## src/rtl/rowdec_pkg.sv

```systemverilog
package rowdec_pkg;

  typedef enum logic [1:0] {
    ECC_NONE   = 2'd0,
    ECC_SECDED = 2'd1,
    ECC_SYM4   = 2'd2
  } eccMode_e;

  // Strobes from the control decode into the datapath.
  typedef struct packed {
    logic wrBound;
    logic wrAttr;
    logic wrMode;
    logic lookup;
  } rowdecStb_t;

endpackage

```

## src/rtl/rowdec_ctrl.sv

```systemverilog
module rowdec_ctrl
  import rowdec_pkg::*;
#(
  parameter int ROWS   = 8,
  parameter int ROW_W  = 3,
  parameter int ADDR_W = 4
) (
  input  logic              clk,
  input  logic              rstN,
  input  logic              cfgWrEn,
  input  logic [ADDR_W-1:0] cfgAddr,
  input  logic              lkValid,
  output rowdecStb_t        stb,
  output logic [ROW_W-1:0]  rowSel
);

  always_comb begin
    stb         = '0;
    stb.wrBound = cfgWrEn && (cfgAddr < ADDR_W'(ROWS));
    stb.wrAttr  = cfgWrEn && (cfgAddr == ADDR_W'(ROWS));
    stb.wrMode  = cfgWrEn && (cfgAddr == ADDR_W'(ROWS + 1));
    stb.lookup  = lkValid;
    rowSel      = cfgAddr[ROW_W-1:0];
  end


  wr_single_target_chk: assert property (@(posedge clk) disable iff (!rstN)
    $onehot0({stb.wrBound, stb.wrAttr, stb.wrMode}));

endmodule

```

## src/rtl/rowdec_dp.sv

```systemverilog
module rowdec_dp
  import rowdec_pkg::*;
#(
  parameter int ROWS       = 8,
  parameter int ROW_W      = 3,
  parameter int BOUND_W    = 8,
  parameter int DATA_W     = 32,
  parameter int BASE_SHIFT = 13,
  parameter int PAGE_W     = 22,
  parameter int GRAN_BIT   = 18,
  parameter int ECC_LO     = 20,
  parameter int DUAL_BIT   = 22
) (
  input  logic              clk,
  input  logic              rstN,
  input  rowdecStb_t        stb,
  input  logic [ROW_W-1:0]  rowSel,
  input  logic [DATA_W-1:0] cfgWrData,
  input  logic [PAGE_W-1:0] lkPage,
  output logic              rsValid,
  output logic              rsMiss,
  output logic [ROW_W-1:0]  rsRow,
  output logic [PAGE_W-1:0] rsFirst,
  output logic [PAGE_W-1:0] rsLast,
  output logic [PAGE_W-1:0] rsChanPages,
  output logic              rsX4,
  output logic [1:0]        rsEcc,
  output logic [ROWS-1:0]   rowPop
);

  logic [BOUND_W-1:0] bound [ROWS];
  logic [ROWS-1:0]    x4Bits;
  logic               modeGran;
  logic               modeEccOn;
  logic               modeDual;
  logic               unusedBits;

  assign unusedBits = ^cfgWrData;

  always_ff @(posedge clk or negedge rstN) begin
    if (!rstN) begin
      for (int r = 0; r < ROWS; r++) bound[r] <= '0;
      x4Bits    <= '0;
      modeGran  <= 1'b0;
      modeEccOn <= 1'b0;
      modeDual  <= 1'b0;
    end else begin
      if (stb.wrBound) bound[rowSel] <= cfgWrData[BOUND_W-1:0];
      if (stb.wrAttr)
        for (int r = 0; r < ROWS; r++) x4Bits[r] <= cfgWrData[4*r+3];
      if (stb.wrMode) begin
        modeGran  <= cfgWrData[GRAN_BIT];
        modeEccOn <= |cfgWrData[ECC_LO+1:ECC_LO];
        modeDual  <= cfgWrData[DUAL_BIT];
      end
    end
  end

  // Per-row page boundaries and match flags.
  logic [PAGE_W-1:0] cum     [ROWS];
  logic [PAGE_W-1:0] prevCum [ROWS];
  logic [ROWS-1:0]   hitVec;

  for (genvar r = 0; r < ROWS; r++) begin : g_row
    logic [PAGE_W-1:0] wide;
    assign wide   = PAGE_W'(bound[r]);
    assign cum[r] = modeGran ? (wide << (BASE_SHIFT + 1)) : (wide << BASE_SHIFT);
    if (r == 0) begin : g_first
      assign prevCum[r] = '0;
      assign rowPop[r]  = (bound[r] != '0);
    end else begin : g_rest
      assign prevCum[r] = cum[r-1];
      assign rowPop[r]  = (bound[r] != bound[r-1]);
    end
    assign hitVec[r] = rowPop[r] && (lkPage < cum[r]);
  end

  logic              hitAny;
  logic [ROW_W-1:0]  hitIdx;
  logic [PAGE_W-1:0] selSize;
  logic              selX4;
  logic [1:0]        selEcc;

  always_comb begin
    hitAny = 1'b0;
    hitIdx = '0;
    for (int r = ROWS - 1; r >= 0; r--) begin
      if (hitVec[r]) begin
        hitAny = 1'b1;
        hitIdx = ROW_W'(r);
      end
    end
    selSize = cum[hitIdx] - prevCum[hitIdx];
    selX4   = x4Bits[hitIdx];
    if (!modeEccOn)              selEcc = ECC_NONE;
    else if (modeDual && selX4)  selEcc = ECC_SYM4;
    else                         selEcc = ECC_SECDED;
  end

  always_ff @(posedge clk or negedge rstN) begin
    if (!rstN) begin
      rsValid     <= 1'b0;
      rsMiss      <= 1'b0;
      rsRow       <= '0;
      rsFirst     <= '0;
      rsLast      <= '0;
      rsChanPages <= '0;
      rsX4        <= 1'b0;
      rsEcc       <= ECC_NONE;
    end else begin
      rsValid     <= stb.lookup;
      rsMiss      <= !hitAny;
      rsRow       <= hitAny ? hitIdx : '0;
      rsFirst     <= hitAny ? prevCum[hitIdx] : '0;
      rsLast      <= hitAny ? (cum[hitIdx] - PAGE_W'(1)) : '0;
      rsChanPages <= !hitAny ? '0 : (modeDual ? (selSize >> 1) : selSize);
      rsX4        <= hitAny && selX4;
      rsEcc       <= hitAny ? selEcc : ECC_NONE;
    end
  end


  lk_latency_chk: assert property (@(posedge clk) disable iff (!rstN)
    stb.lookup |=> rsValid);


  hit_covers_page_chk: assert property (@(posedge clk) disable iff (!rstN)
    (rsValid && !rsMiss) |-> ($past(lkPage) <= rsLast));


  miss_clear_chk: assert property (@(posedge clk) disable iff (!rstN)
    rsMiss |-> (rsRow == '0 && rsChanPages == '0 && !rsX4 && rsEcc == ECC_NONE));


  sym4_needs_dual_chk: assert property (@(posedge clk) disable iff (!rstN)
    (rsValid && rsEcc == ECC_SYM4) |-> (rsX4 && $past(modeDual)));


  pop_hold_chk: assert property (@(posedge clk) disable iff (!rstN)
    !$past(stb.wrBound) |-> $stable(rowPop));

endmodule

```

## src/rtl/row_boundary_decoder.sv

```systemverilog
module row_boundary_decoder
  import rowdec_pkg::*;
#(
  parameter int ROWS       = 8,
  parameter int BOUND_W    = 8,
  parameter int DATA_W     = 32,
  parameter int BASE_SHIFT = 13,
  localparam int ROW_W     = $clog2(ROWS),
  localparam int ADDR_W    = ROW_W + 1,
  localparam int PAGE_W    = BOUND_W + BASE_SHIFT + 1
) (
  input  logic              clk,
  input  logic              rstN,
  input  logic              cfgWrEn,
  input  logic [ADDR_W-1:0] cfgAddr,
  input  logic [DATA_W-1:0] cfgWrData,
  input  logic              lkValid,
  input  logic [PAGE_W-1:0] lkPage,
  output logic              rsValid,
  output logic              rsMiss,
  output logic [ROW_W-1:0]  rsRow,
  output logic [PAGE_W-1:0] rsFirst,
  output logic [PAGE_W-1:0] rsLast,
  output logic [PAGE_W-1:0] rsChanPages,
  output logic              rsX4,
  output logic [1:0]        rsEcc,
  output logic [ROWS-1:0]   rowPop
);

  rowdecStb_t       stb;
  logic [ROW_W-1:0] rowSel;

  rowdec_ctrl #(.ROWS(ROWS), .ROW_W(ROW_W), .ADDR_W(ADDR_W)) u_ctrl (
    .clk(clk), .rstN(rstN), .cfgWrEn(cfgWrEn), .cfgAddr(cfgAddr),
    .lkValid(lkValid), .stb(stb), .rowSel(rowSel)
  );

  rowdec_dp #(
    .ROWS(ROWS), .ROW_W(ROW_W), .BOUND_W(BOUND_W), .DATA_W(DATA_W),
    .BASE_SHIFT(BASE_SHIFT), .PAGE_W(PAGE_W)
  ) u_dp (
    .clk(clk), .rstN(rstN), .stb(stb), .rowSel(rowSel), .cfgWrData(cfgWrData),
    .lkPage(lkPage), .rsValid(rsValid), .rsMiss(rsMiss), .rsRow(rsRow),
    .rsFirst(rsFirst), .rsLast(rsLast), .rsChanPages(rsChanPages),
    .rsX4(rsX4), .rsEcc(rsEcc), .rowPop(rowPop)
  );

endmodule

```

## config.mk

```make
export PLATFORM = sky130hd
export DESIGN_NAME = row_boundary_decoder
export DESIGN_NICKNAME = d
export VERILOG_FILES = /design/src/rtl/rowdec_pkg.sv /design/src/rtl/rowdec_ctrl.sv /design/src/rtl/rowdec_dp.sv /design/src/rtl/row_boundary_decoder.sv
export SDC_FILE = /design/constraint.sdc
export NUM_CORES = 1
export LEC_CHECK = 0
export ABC_AREA = 1
export BUFFER_PORTS_ARGS = -buffer_cell sky130_fd_sc_hd__buf_2
export CAP_MARGIN = 40
export CORE_MARGIN = 10
export CORE_UTILIZATION = 29
export CTS_CLUSTER_DIAMETER = 100
export DETAILED_ROUTE_END_ITERATION = 16
export GPL_TIMING_DRIVEN = 0
export PLACE_DENSITY = 0.57
export SYNTH_ARGS = -nofsm -noshare
export SYNTH_HDL_FRONTEND = slang
export SYNTH_SLANG_ARGS = --single-unit
```

## constraint.sdc

```tcl
create_clock -name clk -period 12.25 [get_ports clk]
set_input_delay 2.45 -clock clk [delete_from_list [all_inputs] [get_ports clk]]
set_output_delay 2.45 -clock clk [all_outputs]
set_load 0.02 [all_outputs]
```

### Word-level counts from Yosys, hierarchy flattened

Index checks and enable logic that the tools add are counted.

| storage, ports and cells | value |
|---|---|
| flip-flop bits (word level) | 149 |
| output and inout port bits | 82 |

| cells by class | value |
|---|---|
| magnitude comparators | 13 |
| reduce and logical (&&, ||, !) cells | 17 |
| mux-type cells | 43 |
| equal/unequal tests | 9 |
| add/subtract/negate cells | 2 |
| bitwise operators | 2 |

Operator list:

| kind | count |
|---|---|
| 2-to-1 mux 22 bit | 16 |
| less-than comparator 22 bit | 8 |
| binary-select mux 22 bit (select 3 bit) | 2 |
| bitwise mux 64 bit | 1 |
| != test 8 bit | 7 |
| 2-to-1 mux 3 bit | 9 |
| demux 8 bit (select 3 bit) | 1 |
| subtractor 22 x 1 -> 22 bit (second input constant) | 1 |
| subtractor 22 bit | 1 |
| logical AND 1 bit | 14 |
| 2-to-1 mux 1 bit | 9 |
| == test 4 bit (second input constant) | 2 |
| greater-or-equal comparator 4 bit (second input constant) | 2 |
| 2-to-1 mux 8 bit | 1 |
| NOT 3 -> 4 bit | 2 |
| nonzero test 8 bit | 1 |
| 2-to-1 mux 2 bit | 3 |
| less-than comparator 3 x 4 -> 1 bit (second input constant) | 1 |
| less-than comparator 4 x 1 -> 1 bit (second input constant) | 1 |
| less-than comparator 4 bit (second input constant) | 1 |
| binary-select mux 1 bit (select 3 bit) | 1 |
| OR reduction 2 bit | 1 |
| logical NOT 1 bit | 1 |

### Longest topological paths before layout

| depth | value |
|---|---|
| depth in word-level cells | 18 |
| mapped depth | 42 |
| depth with buffers taken out | 38 |

### Modules after synthesis

Synthesis repeated with hierarchy kept, for this count alone.

| unflattened totals | value |
|---|---|
| cells, all modules | 1343 |
| area, all modules | 9180.1 µm² |

Modules (own cells, without submodules):

| module | area each (µm²) | times used | cells an instance |
|---|---|---|---|
| rowdec_dp | 9110.0 | 1 | 1329 |
| rowdec_ctrl | 70.1 | 1 | 14 |

### Least setup slack after synthesis

OpenSTA, ideal clock, no wires.

| timing path | value |
|---|---|
| kind | input to register |
| start | input port lkPage[21] |
| end | register u_dp.rsChanPages[20] |
| stages on the path | 33 |
| required time | 12.132 ns |
| buffers on the path | 3 |
| data arrival time | 6.149 ns |
| setup time | 0.118 ns |
| setup slack | 5.984 ns |
| path through | ha_1 > a21o_1 > nor2_1 > nand2_1 > nor2_1 > nand2_1 > nand2_1 > nand2_1 > nand2_1 > nand2_1 > nand2_2 > nand2_2 > nand2_2 > buf_6 > buf_4 > buf_2 > o21ai_0 > o221ai_1 > o21ai_0 > ha_1 > fa_1 > o21ai_0 > a21oi_1 > o21ai_0 > a21oi_1 > inv_1 > a21oi_1 > inv_1 > nand3_1 > nand2_1 > nand2_1 > nand3_1 > nand2_1 |

| on the way | value |
|---|---|
| word-level cells in the longest chain between the ends | 17 |
| elaborated cells between the ends (all ways) | 42 |
| classes of those cells | 1 x add/sub; 8 x order compare; 24 x mux; 1 x bitwise; 8 x reduce/logical |

Ends and longest elaborated chain:

| item | RTL line | text |
|---|---|---|
| start: declaration | row_boundary_decoder.sv:18 | `input logic [PAGE_W-1:0] lkPage,` |
| less-than comparator 22 bit | rowdec_dp.sv:75 | `assign hitVec[r] = rowPop[r] && (lkPage < cum[r]);` |
| logical AND 1 bit | rowdec_dp.sv:75 |  |
| 2-to-1 mux 3 bit (8 in a row) | rowdec_dp.sv:88 | `if (hitVec[r]) begin` |
| NOT 3 -> 4 bit (implied by the code) | rowdec_dp.sv:93 | `selSize = cum[hitIdx] - prevCum[hitIdx];` |
| binary-select mux 22 bit (select 3 bit) | rowdec_dp.sv:93 |  |
| 2-to-1 mux 22 bit (implied by the code) (2 in a row) | rowdec_dp.sv:93 |  |
| subtractor 22 bit | rowdec_dp.sv:93 |  |
| 2-to-1 mux 22 bit | rowdec_dp.sv:116 | `rsChanPages <= !hitAny ? '0 : (modeDual ? (selSize >> 1) : selSize);` |
| 2-to-1 mux 22 bit * | rowdec_dp.sv:116 |  |
| end signal: assignment | rowdec_dp.sv:116 |  |
| end: declaration | rowdec_dp.sv:25 | `output logic [PAGE_W-1:0] rsChanPages,` |

Every way passes the cells marked *; elsewhere a longest branch is shown, timed or not. The select of a mux whose other input is x is not followed.
A chain may end at the register's enable or synchronous reset.

### Worst setup path after layout

Same ends and word-level chain as after synthesis.

==> qor.yml <==
global_route:
  busiest_layer: "met2"
  grt_use_met1: 0.230
  first_global_vias: 9006
  grt_use_met3: 0.0310
  grt_pass1_wl_mm: 52.4
  grt_usage: 0.172
  grt-ovfl-total: 0
  grt.met2_usage: 0.280
  grt_max_degree: 63
  antenna_found_initial: 0
status:
  status: "finished, final reports clean"
clock_network:
  cts_tree: "yes"
  clock-sinks: 112
  clock_path_buffers: 2
  cts_setup_buffers: 0
  cts-hold-fix-buffers: 0
  cts_resized: 0
  root_buffer: "clkbuf_16"
  clk_pin_slew_ns: 0.07
  htree_num_levels: 3
  clk_latency_ns: 0.38
  cts_buffers: 9
cells_and_area:
  num-nets-final: 1633
  syn2layout_area_growth_pct: 14.6
  num_antenna_cells: 0
  drive_gt1_frac: 0.152
  final_cell_area_sq_um: 10700
  instances_no_fill: 1903
sta:
  fin_crit_ns: 7.22
  rsz0062_at_grt: "no"
  setup_violations: 0
  fin_hold_ws_ns: 0.507
  finalCritPeriodShare: 0.590
  finClkSkew_ns: 0.0175
  slew_viol_final: 0
  worstMarginPinSlew_ns: 0.791
  fmax_mhz: 138
  tns_ns: 0
  finalHoldViolCount: 0
  slew_headroom: 0.467
pwr:
  power_density_nw_per_um2: 246
  peakVddDrop_v: 0.000136
  p_switching_mw: 1.40
  p_seq_frac: 0.220
  intPower_mw: 1.24
  p_comb_frac: 0.670
  p_clk_frac: 0.110
  p_sw_frac: 0.530
  p_leak_nw: 5.53
worst_setup_path:
  r2r_slack_ns: 5.34
  crit_required_ns: 12.51
  cp_slowest_cell: "fa_1"
  path_class: "in2reg"
  cp-end-kind: "flop"
  start_kind: "primary input"
  reg2reg_depth: 35
  arrival_ns: 7.48
  cp_max_fo: 10
  critPathMaxStageDelay_ns: 0.40
synth:
  ys_types: 45
  ys_seq_area_frac: 0.300
  ys_warn_count: 0
  avgSynthCellArea_sq_um: 6.83
  synth-seq-cells: 112
  postSynthCellCount: 1369
  syn-cell-area_sq_um: 9350
  yosys_most_used_dff: "dfrtp_1"
  synth-edff-count: 0
  async_flop_share: 1.00
floorplanning:
  initial_utilization: 0.295
  rows: 65
  die_h_um: 200
  io_pins: 144
  coreArea_sq_um: 31700
  die-width_um: 200
  die_area_sq_um: 39800
placed_design:
  gp_congestion: 0.964
  place_inst: 1888
  placed_cell_area_sq_um: 10400
  dpl.hpwl_mm: 28.4
  port_buffers: 91
flow_run:
  drv_cap: 0
drt:
  drtIter0Drc: 687
  drt_wl_total_mm: 34.3
  firstDrtPassIters: 6
  vias_per_cell: 4.92
  drcViolationCount: 0
  ant_nets: 0
  vias: 9356
  wl_per_cell_um: 18.0
worst_hold_path:
  worstHoldPathType: "reg2reg"
  min_path_cells: 2
## routing by layer
metal,up-vias,part of all wire
li1,4643,-
met1,4350,0.45
met2,315,0.46
met3,48,0.072
met4,0,0.016
met5,-,0
## synthesized netlist by cell type, types with 2 or more instances
library cell	n	area (sq um)
a211oi_1	2	15.0
a21o_1	3	22.5
a21oi_1	51	255
a31oi_1	3	18.8
a32o_1	2	20.0
buf_1	2	7.51
buf_2	14	70.1
buf_4	44	330
buf_6	5	56.3
clkbuf_1	23	86.3
clkinv_1	2	7.51
dfrtp_1	112	2800
ha_1	73	913
inv_1	142	533
inv_2	17	63.8
mux2_2	6	67.6
nand2_1	381	1430
nand2_2	7	43.8
nand3_1	102	510
nand3_2	5	50.1
nand3b_1	5	37.5
nand4_1	14	87.6
nor2_1	91	342
nor2_2	4	25.0
nor3_1	7	35.0
nor4_1	2	12.5
o211ai_1	6	45.0
o21a_1	6	45.0
o21ai_0	153	766
o21ai_1	15	75.1
o221ai_1	3	26.3
o22ai_1	7	43.8
or2_1	2	12.5
or2_2	13	81.3
xnor2_1	4	35.0
xor2_1	32	280
## final cells by class
type                       instances  area, sq um
inverter                         162          611
clock inverter                     5         38.8
sequential                       112         2800
timing repair buffer              93          494
buffer                            88          551
multi-input combinational       1031         5480
tap                              402          503
clock buffer                      10          239
fill                            3530        21000
## placed cells by master (no fill, tap or decap), types with 3 or more instances in the layout
master / count
nand2_1: 381
nor3_1: 7
conb_1: 25
xor2_1: 32
nand4_1: 14
a21oi_1: 51
a31oi_1: 3
o221ai_1: 3
inv_1: 142
nand3b_1: 5
inv_2: 17
o22ai_1: 7
clkbuf_16: 9
nand3_2: 5
o21ai_0: 153
o211ai_1: 6
buf_2: 105
o21ai_1: 15
o21a_1: 6
nand3_1: 102
mux2_2: 6
nand2_2: 7
a21o_1: 3
buf_6: 6
dfrtp_1: 112
ha_1: 73
nor2_1: 91
nor2_2: 4
clkbuf_1: 23
or2_2: 13
buf_4: 44
xnor2_1: 4
## sequential cells by signal, indices dropped and copies added (netlist names)
register / cells
u_dp.bound: 64
u_dp.rsChanPages: 10
u_dp.rsLast: 10
u_dp.rsFirst: 9
u_dp.x4Bits: 8
u_dp.rsRow: 3
u_dp.rsEcc: 2
u_dp.modeDual: 1
u_dp.modeEccOn: 1
u_dp.modeGran: 1
u_dp.rsMiss: 1
u_dp.rsValid: 1
u_dp.rsX4: 1
## worst paths after layout
check                               startpoint                   end
worst max-delay path                lkPage[21]  u_dp.rsChanPages[20]
worst min-delay path            u_dp.modeEccOn         u_dp.rsEcc[0]
worst max register to register   u_dp.modeGran  u_dp.rsChanPages[20]
worst min register to register  u_dp.modeEccOn         u_dp.rsEcc[0]
max in group asynchronous                 rstN        u_dp.bound[46]
min in group asynchronous                 rstN      u_dp.rsFirst[14]
## worst max-delay path: cells and delay by family
family,cells,cell delay [ns]
AOI/OAI and AO/OA,10,1.91
and+or+nand+nor,10,0.95
adders and majority gates,3,0.94
buffers and inverters,6,1.20
## per-stage QoR
stage | util | worst slack, ns | power (mW)
after floorplan | - | 5.98 | 1.82
after global placement | 0.328 | 4.77 | 2.31
after detailed placement | 0.329 | 4.74 | 2.34
after CTS | 0.338 | 5.12 | 2.64
after global routing | 0.338 | 4.61 | 2.88
final | 0.338 | 5.03 | 2.64
## power by group through the flow
stage / Clock (mW) / Combinational [mW] / Sequential, mW
after floorplan: 0 / 1.20 / 0.625
after global placement: 0 / 1.72 / 0.584
after detailed placement: 0 / 1.75 / 0.586
after CTS: 0.300 / 1.76 / 0.578
after global routing: 0.311 / 1.98 / 0.593
final: 0.290 / 1.77 / 0.580
## cell families after synthesis
group / synth area share
AO/OA/AOI/OAI: 0.147
buffers and inverters: 0.124
adder cells (fa/ha/maj): 0.0998
other: 0.000401
multiplexers: 0.00722
AND/OR/NAND/NOR: 0.288
XOR/XNOR: 0.0337
flip-flops: 0.300
Note: power is estimated with default switching activity, not from simulation.
